File: src/rtl/sflash_prot_pkg.sv
package sflash_prot_pkg;

  typedef enum logic [2:0] {
    OP_RDSR  = 3'd0,
    OP_WREN  = 3'd1,
    OP_WRDI  = 3'd2,
    OP_STWR  = 3'd3,
    OP_PROG  = 3'd4,
    OP_ERASE = 3'd5,
    OP_CHIP  = 3'd6,
    OP_RSVD  = 3'd7
  } sf_op_e;

  typedef struct packed {
    logic       lock;
    logic       rsv;
    logic [3:0] code;
    logic       wel;
    logic       wip;
  } sf_status_t;

  function automatic logic is_modify(sf_op_e op);
    return (op == OP_STWR) || (op == OP_PROG) || (op == OP_ERASE) || (op == OP_CHIP);
  endfunction

  function automatic logic is_always_ok(sf_op_e op);
    return (op == OP_RDSR) || (op == OP_WREN) || (op == OP_WRDI);
  endfunction

endpackage

File: src/rtl/sprot_range_dec.sv
// Maps the four-bit protect code to an inclusive protected address window.
module sprot_range_dec #(
  parameter int ADDR_W = 19
) (
  input  logic [3:0]        code,
  output logic              en,
  output logic [ADDR_W-1:0] lo,
  output logic [ADDR_W-1:0] hi
);
  localparam int MEM_BYTES = 1 << ADDR_W;
  localparam logic [ADDR_W-1:0] A_TOP  = ADDR_W'(MEM_BYTES - 1);
  localparam logic [ADDR_W-1:0] A_ZERO = '0;
  // top-aligned windows: eighth, quarter, half
  localparam logic [ADDR_W-1:0] T_EIGHTH  = ADDR_W'(MEM_BYTES - (MEM_BYTES >> 3));
  localparam logic [ADDR_W-1:0] T_QUARTER = ADDR_W'(MEM_BYTES - (MEM_BYTES >> 2));
  localparam logic [ADDR_W-1:0] T_HALF    = ADDR_W'(MEM_BYTES - (MEM_BYTES >> 1));
  // bottom-aligned windows leaving a top slice unprotected
  localparam logic [ADDR_W-1:0] B_GAP7 = ADDR_W'(MEM_BYTES - (MEM_BYTES >> 7) - 1);
  localparam logic [ADDR_W-1:0] B_GAP6 = ADDR_W'(MEM_BYTES - (MEM_BYTES >> 6) - 1);
  localparam logic [ADDR_W-1:0] B_GAP5 = ADDR_W'(MEM_BYTES - (MEM_BYTES >> 5) - 1);
  localparam logic [ADDR_W-1:0] B_GAP4 = ADDR_W'(MEM_BYTES - (MEM_BYTES >> 4) - 1);
  localparam logic [ADDR_W-1:0] B_GAP2 = ADDR_W'(MEM_BYTES - (MEM_BYTES >> 2) - 1);
  localparam logic [ADDR_W-1:0] B_GAP1 = ADDR_W'(MEM_BYTES - (MEM_BYTES >> 1) - 1);

  always_comb begin
    en = 1'b1;
    lo = A_ZERO;
    hi = A_TOP;
    unique case (code)
      4'b0000, 4'b1000: begin en = 1'b0; hi = A_ZERO; end
      4'b0001: lo = T_EIGHTH;
      4'b0010: lo = T_QUARTER;
      4'b0011: lo = T_HALF;
      4'b0100, 4'b0101, 4'b0110, 4'b0111, 4'b1111: ;
      4'b1001: hi = B_GAP7;
      4'b1010: hi = B_GAP6;
      4'b1011: hi = B_GAP5;
      4'b1100: hi = B_GAP4;
      4'b1101: hi = B_GAP2;
      4'b1110: hi = B_GAP1;
      default: ;
    endcase
  end
endmodule

File: src/rtl/sprot_overlap.sv
// Flags any shared byte between a request range and the protected window.
module sprot_overlap #(
  parameter int ADDR_W = 19
) (
  input  logic              en,
  input  logic [ADDR_W-1:0] win_lo,
  input  logic [ADDR_W-1:0] win_hi,
  input  logic [ADDR_W-1:0] req_lo,
  input  logic [ADDR_W-1:0] req_hi,
  output logic              hit
);
  always_comb begin
    hit = en && (req_lo <= win_hi) && (req_hi >= win_lo);
  end
endmodule

File: src/rtl/sprot_busy_timer.sv
// Counts the modelled operation time after a start pulse.
module sprot_busy_timer #(
  parameter int CYCLES = 64
) (
  input  logic clk,
  input  logic rst,
  input  logic start,
  output logic running,
  output logic done
);
  localparam int CNT_W = (CYCLES < 2) ? 1 : $clog2(CYCLES);
  localparam logic [CNT_W-1:0] LOAD = CNT_W'(CYCLES - 1);

  logic [CNT_W-1:0] cnt;

  assign done = running && (cnt == '0);

  always_ff @(posedge clk) begin
    if (rst) begin
      running <= 1'b0;
      cnt     <= '0;
    end else if (start) begin
      running <= 1'b1;
      cnt     <= LOAD;
    end else if (running) begin
      if (cnt == '0) running <= 1'b0;
      else           cnt     <= cnt - 1'b1;
    end
  end
endmodule

File: src/rtl/sflash_prot_top.sv
module sflash_prot_top
  import sflash_prot_pkg::*;
#(
  parameter int ADDR_W      = 19,
  parameter int BUSY_CYCLES = 64
) (
  input  logic              clk,
  input  logic              rst,
  input  logic              req_valid,
  input  logic [2:0]        req_op,
  input  logic [ADDR_W-1:0] req_lo,
  input  logic [ADDR_W-1:0] req_hi,
  input  logic [7:0]        req_wdata,
  input  logic              wp_n,
  output logic [7:0]        status,
  output logic              resp_valid,
  output logic              resp_grant,
  output logic              busy
);
  sf_op_e           op;
  logic             wel_q;
  logic             lock_q;
  logic [3:0]       code_q;
  logic             wip;
  logic             tmr_done;
  logic             win_en;
  logic [ADDR_W-1:0] win_lo, win_hi;
  logic             hit;
  logic             hw_lock;
  logic             permit;
  logic             start;
  logic             grant_c;
  logic             unused_wdata_bits;
  sf_status_t       st;

  assign op = sf_op_e'(req_op);
  assign unused_wdata_bits = ^{req_wdata[6], req_wdata[1:0]};

  sprot_range_dec #(.ADDR_W(ADDR_W)) u_dec (
    .code (code_q),
    .en   (win_en),
    .lo   (win_lo),
    .hi   (win_hi)
  );

  sprot_overlap #(.ADDR_W(ADDR_W)) u_ovl (
    .en     (win_en),
    .win_lo (win_lo),
    .win_hi (win_hi),
    .req_lo (req_lo),
    .req_hi (req_hi),
    .hit    (hit)
  );

  sprot_busy_timer #(.CYCLES(BUSY_CYCLES)) u_tmr (
    .clk     (clk),
    .rst     (rst),
    .start   (start),
    .running (wip),
    .done    (tmr_done)
  );

  assign hw_lock = lock_q && !wp_n;

  always_comb begin
    unique case (op)
      OP_STWR:           permit = !hw_lock;
      OP_PROG, OP_ERASE: permit = !hit;
      OP_CHIP:           permit = !win_en;
      default:           permit = 1'b0;
    endcase
    start   = req_valid && is_modify(op) && !wip && wel_q && permit;
    grant_c = req_valid && (is_always_ok(op) || start);
  end

  always_ff @(posedge clk) begin
    if (rst) begin
      wel_q      <= 1'b0;
      lock_q     <= 1'b0;
      code_q     <= '0;
      resp_valid <= 1'b0;
      resp_grant <= 1'b0;
    end else begin
      resp_valid <= req_valid;
      resp_grant <= grant_c;
      if (tmr_done) wel_q <= 1'b0;
      if (req_valid) begin
        if (op == OP_WREN) begin
          wel_q <= 1'b1;
        end else if (op == OP_WRDI) begin
          wel_q <= 1'b0;
        end else if (is_modify(op) && !wip) begin
          if (start) begin
            if (op == OP_STWR) begin
              code_q <= req_wdata[5:2];
              lock_q <= req_wdata[7];
            end
          end else begin
            wel_q <= 1'b0;
          end
        end
      end
    end
  end

  always_comb begin
    st.lock = lock_q;
    st.rsv  = 1'b0;
    st.code = code_q;
    st.wel  = wel_q;
    st.wip  = wip;
  end

  assign status = st;
  assign busy   = wip;

endmodule

File: config.mk
export PLATFORM = sky130hd
export DESIGN_NAME = sflash_prot_top
export DESIGN_NICKNAME = d
export VERILOG_FILES = /design/src/rtl/sflash_prot_pkg.sv /design/src/rtl/sprot_range_dec.sv /design/src/rtl/sprot_overlap.sv /design/src/rtl/sprot_busy_timer.sv /design/src/rtl/sflash_prot_top.sv
export SDC_FILE = /design/constraint.sdc
export NUM_CORES = 1
export LEC_CHECK = 0
export CORE_ASPECT_RATIO = 0.9
export CORE_MARGIN = 5
export CORE_UTILIZATION = 40
export DETAILED_ROUTE_END_ITERATION = 10
export PLACE_DENSITY_LB_ADDON = 0.05
export SYNTH_ARGS = -nofsm -noshare
export SYNTH_HDL_FRONTEND = slang
export SYNTH_SLANG_ARGS = --single-unit
File: constraint.sdc
create_clock -name clk -period 3.6 [get_ports clk]
set_clock_uncertainty 0.2 [all_clocks]
set_input_delay 0.72 -clock clk [delete_from_list [all_inputs] [get_ports clk]]
set_output_delay 0.72 -clock clk [all_outputs]
set_load 0.02 [all_outputs]
==> flow_summary.yaml <==
logic_synthesis:
  ys_ff_latch: 15
  synth_most_common_cell: "ha_1"
  yosysWarnings: 0
  synth_top_area_frac: 0.191
  synthesis.nets: 267
  synthArstFlopShare: 0
  synthTopCellsByCount: "24 x ha_1, 22 x a21oi_1, 15 x dfxtp_1"
  synth_cells: 190
  synth_edf_count: 0
  synth_cell_types: 47
  ys_seq_area_frac: 0.191
  synth_ff_type: "dfxtp_1"
  synthTopCellsByArea: "dfxtp_1 19%, ha_1 19%, a21oi_1 7.0%, mux2i_1 3.8%, nor2_1 3.3%"
  netlist_area_um2: 1570
  synth.avg_cell_area_um2: 8.28
  synth_top_cell_by_area: "dfxtp_1"
floorplan:
  start_util: 0.419
  die_area_um2: 5290
  num_io_pins: 64
  die_y_um: 69.5
  core-area_um2: 3760
  fp.dieW_um: 76.1
  rows: 21
pwr:
  max-vdd-ir-drop_v: 0.000148
  leakagePower_nw: 0.878
  powerDensity_nw_per_um2: 198
clock_network:
  cts_inserted_buffers: 3
  numClockSinks: 15
  ctsResizeCount: 0
  cts_tree: "yes"
  cts.htree.levels: 1
  hold_buffers: 0
  post-cts-setup-buffers: 0
  path_clk_slew_ns: 0.06
  clkLatencyLatePin_ns: 0.24
  root_buffer: "clkbuf_8"
  cts_buffer_depth: 2
timing:
  rsz0062_at_grt: "no"
  hold_violations: 0
  fmax_ghz: 0.322
  setup-tns-final_ns: 0
  post-route-period-util: 0.862
  finalSetupViolations: 0
  worst_pin_slew_ns: 0.536
  slew_headroom: 0.643
  period_minus_slack_ns: 3.10
  drv_slew: 0
run_status:
  outcome: "complete, no violations"
critical_path:
  endpoint_kind: "register"
  critical-path-max-stage-delay_ns: 0.46
  critical_path_class: "register to register"
  cp_data_required_time_ns: 3.51
  critPathMaxFanout: 12
  crit_path_cell_trace: "or3_4, inv_1, ha_1, a21oi_1, o21ai_0, a2111o_1, a22oi_2, o2111ai_1"
  r2r_cells: 8
  startpoint_type: "register"
  critPathArrivalTime_ns: 3.01
  cpMaxStageDelayCell: "a22oi_2"
drt:
  vias: 1568
  drt_iter0_markers: 47
  drc_errors: 0
  routedWlPerCell_um: 13.4
  dr.pass1.iters: 4
  via_per_inst: 5.39
  wl_um: 3890
  final_antenna_net_count: 0
min_path:
  worstHoldPathCells: 2
  worstHoldPathType: "register to register"
global_routing:
  grt_max_degree: 13
  grt_pass1_vias: 1605
  grt_pass1_wl_um: 6840
  antenna_found_initial: 0
  grt_usage: 0.149
  grt-ovfl-total: 0
cells_and_area:
  nNetsFinal: 323
  drive_gt1_frac: 0.0776
  final_core_util: 0.583
  diodes: 0
  syn_to_final_growth_pct: 39.2
placement:
  gp_congestion: 0.789
  portBuffers: 59
  post-dp-hpwl_um: 3160
flow_run:
  maxCapViolCount: 0
==> final cells by class <==
class	count	area (um2)
sequential	15	300
multi-input combinational	154	1140
fill	361	1570
timing repair buffer	60	598
tap	46	57.6
clock buffer	4	45.0
inverter	12	45.0
==> path summary, 6_finish.rpt <==
kind / from / end / slack [ns]
worst max-delay path: code_q[1]$_SDFFE_PP0P_ / u_tmr.cnt[4]$_SDFFE_PP0P_ / 0.50
worst min-delay path: lock_q$_SDFFE_PP0P_ / lock_q$_SDFFE_PP0P_ / 0.33
worst max register to register: code_q[1]$_SDFFE_PP0P_ / u_tmr.cnt[4]$_SDFFE_PP0P_ / 0.50
worst min register to register: lock_q$_SDFFE_PP0P_ / lock_q$_SDFFE_PP0P_ / 0.33
==> cell usage in the layout, fill, tap and decap left out, types with 3 or more instances in the layout <==
cell / netlist / layout
o21ai_0: 4 / 4
ha_1: 24 / 24
clkbuf_8: 0 / 3
nand2_1: 8 / 8
nor2_1: 14 / 14
and4_1: 3 / 3
nor3_1: 10 / 10
o211ai_1: 3 / 3
or3_1: 3 / 3
nand3_1: 5 / 5
dfxtp_1: 15 / 15
inv_1: 12 / 12
clkdlybuf4s50_1: 0 / 59
xnor2_1: 4 / 4
or2_2: 3 / 3
nand4_1: 5 / 5
mux2i_1: 6 / 6
a21oi_1: 22 / 22
o21ai_1: 4 / 4
==> sequential cells by signal, indices dropped and copies added (netlist names) <==
signal,count
u_tmr.cnt,6
resp_grant,1
wel_q,1
u_tmr.running,1
code_q,4
resp_valid,1
lock_q,1
==> report_power, final <==
part / switching, mW / total (mW) / internal (mW)
registers: 0.00186 / 0.170 / 0.168
logic: 0.0513 / 0.128 / 0.0762
clock network: 0.0579 / 0.136 / 0.0782
==> routing by layer <==
metal  GRT usage  part of all wire  vias up
met5           0                 0        -
met4      0.0369             0.012        0
met3      0.0312             0.073        4
met2       0.252              0.44       55
met1       0.193              0.47      690
li1            -                 -      819
==> cells by family after synthesis <==
kind of cell / Yosys count / share of synthesized area
AO/OA/AOI/OAI: 54 / 0.247
XOR/XNOR: 4 / 0.0223
adder cells (fa/ha/maj): 24 / 0.191
buffers and inverters: 21 / 0.0819
flip-flops: 15 / 0.191
multiplexers: 6 / 0.0382
other: 1 / 0.00238
AND/OR/NAND/NOR: 65 / 0.227
==> critical path: cells and delay by family (launching register included) <==
kind	cells	cell delay [ns]
AOI/OAI and AO/OA	5	1.31
and+or+nand+nor	1	0.43
adders and majority gates	1	0.32
buffers and inverters	1	0.30
DFF	1	0.40
==> stage by stage <==
step	instance area (um2)	worst slack [ns]	total power [mW]	hold slack [ns]	cells
finish	2190	0.495	0.434	0.335	291
global route	2190	0.279	0.457	0.403	291
CTS	2190	0.448	0.437	0.344	291
detailed placement	2150	0.445	0.302	0.330	287
global placement	2150	0.456	0.301	0.316	287
floorplan	1570	0.675	0.233	0.288	190
Power figures use the tool's default switching activity.
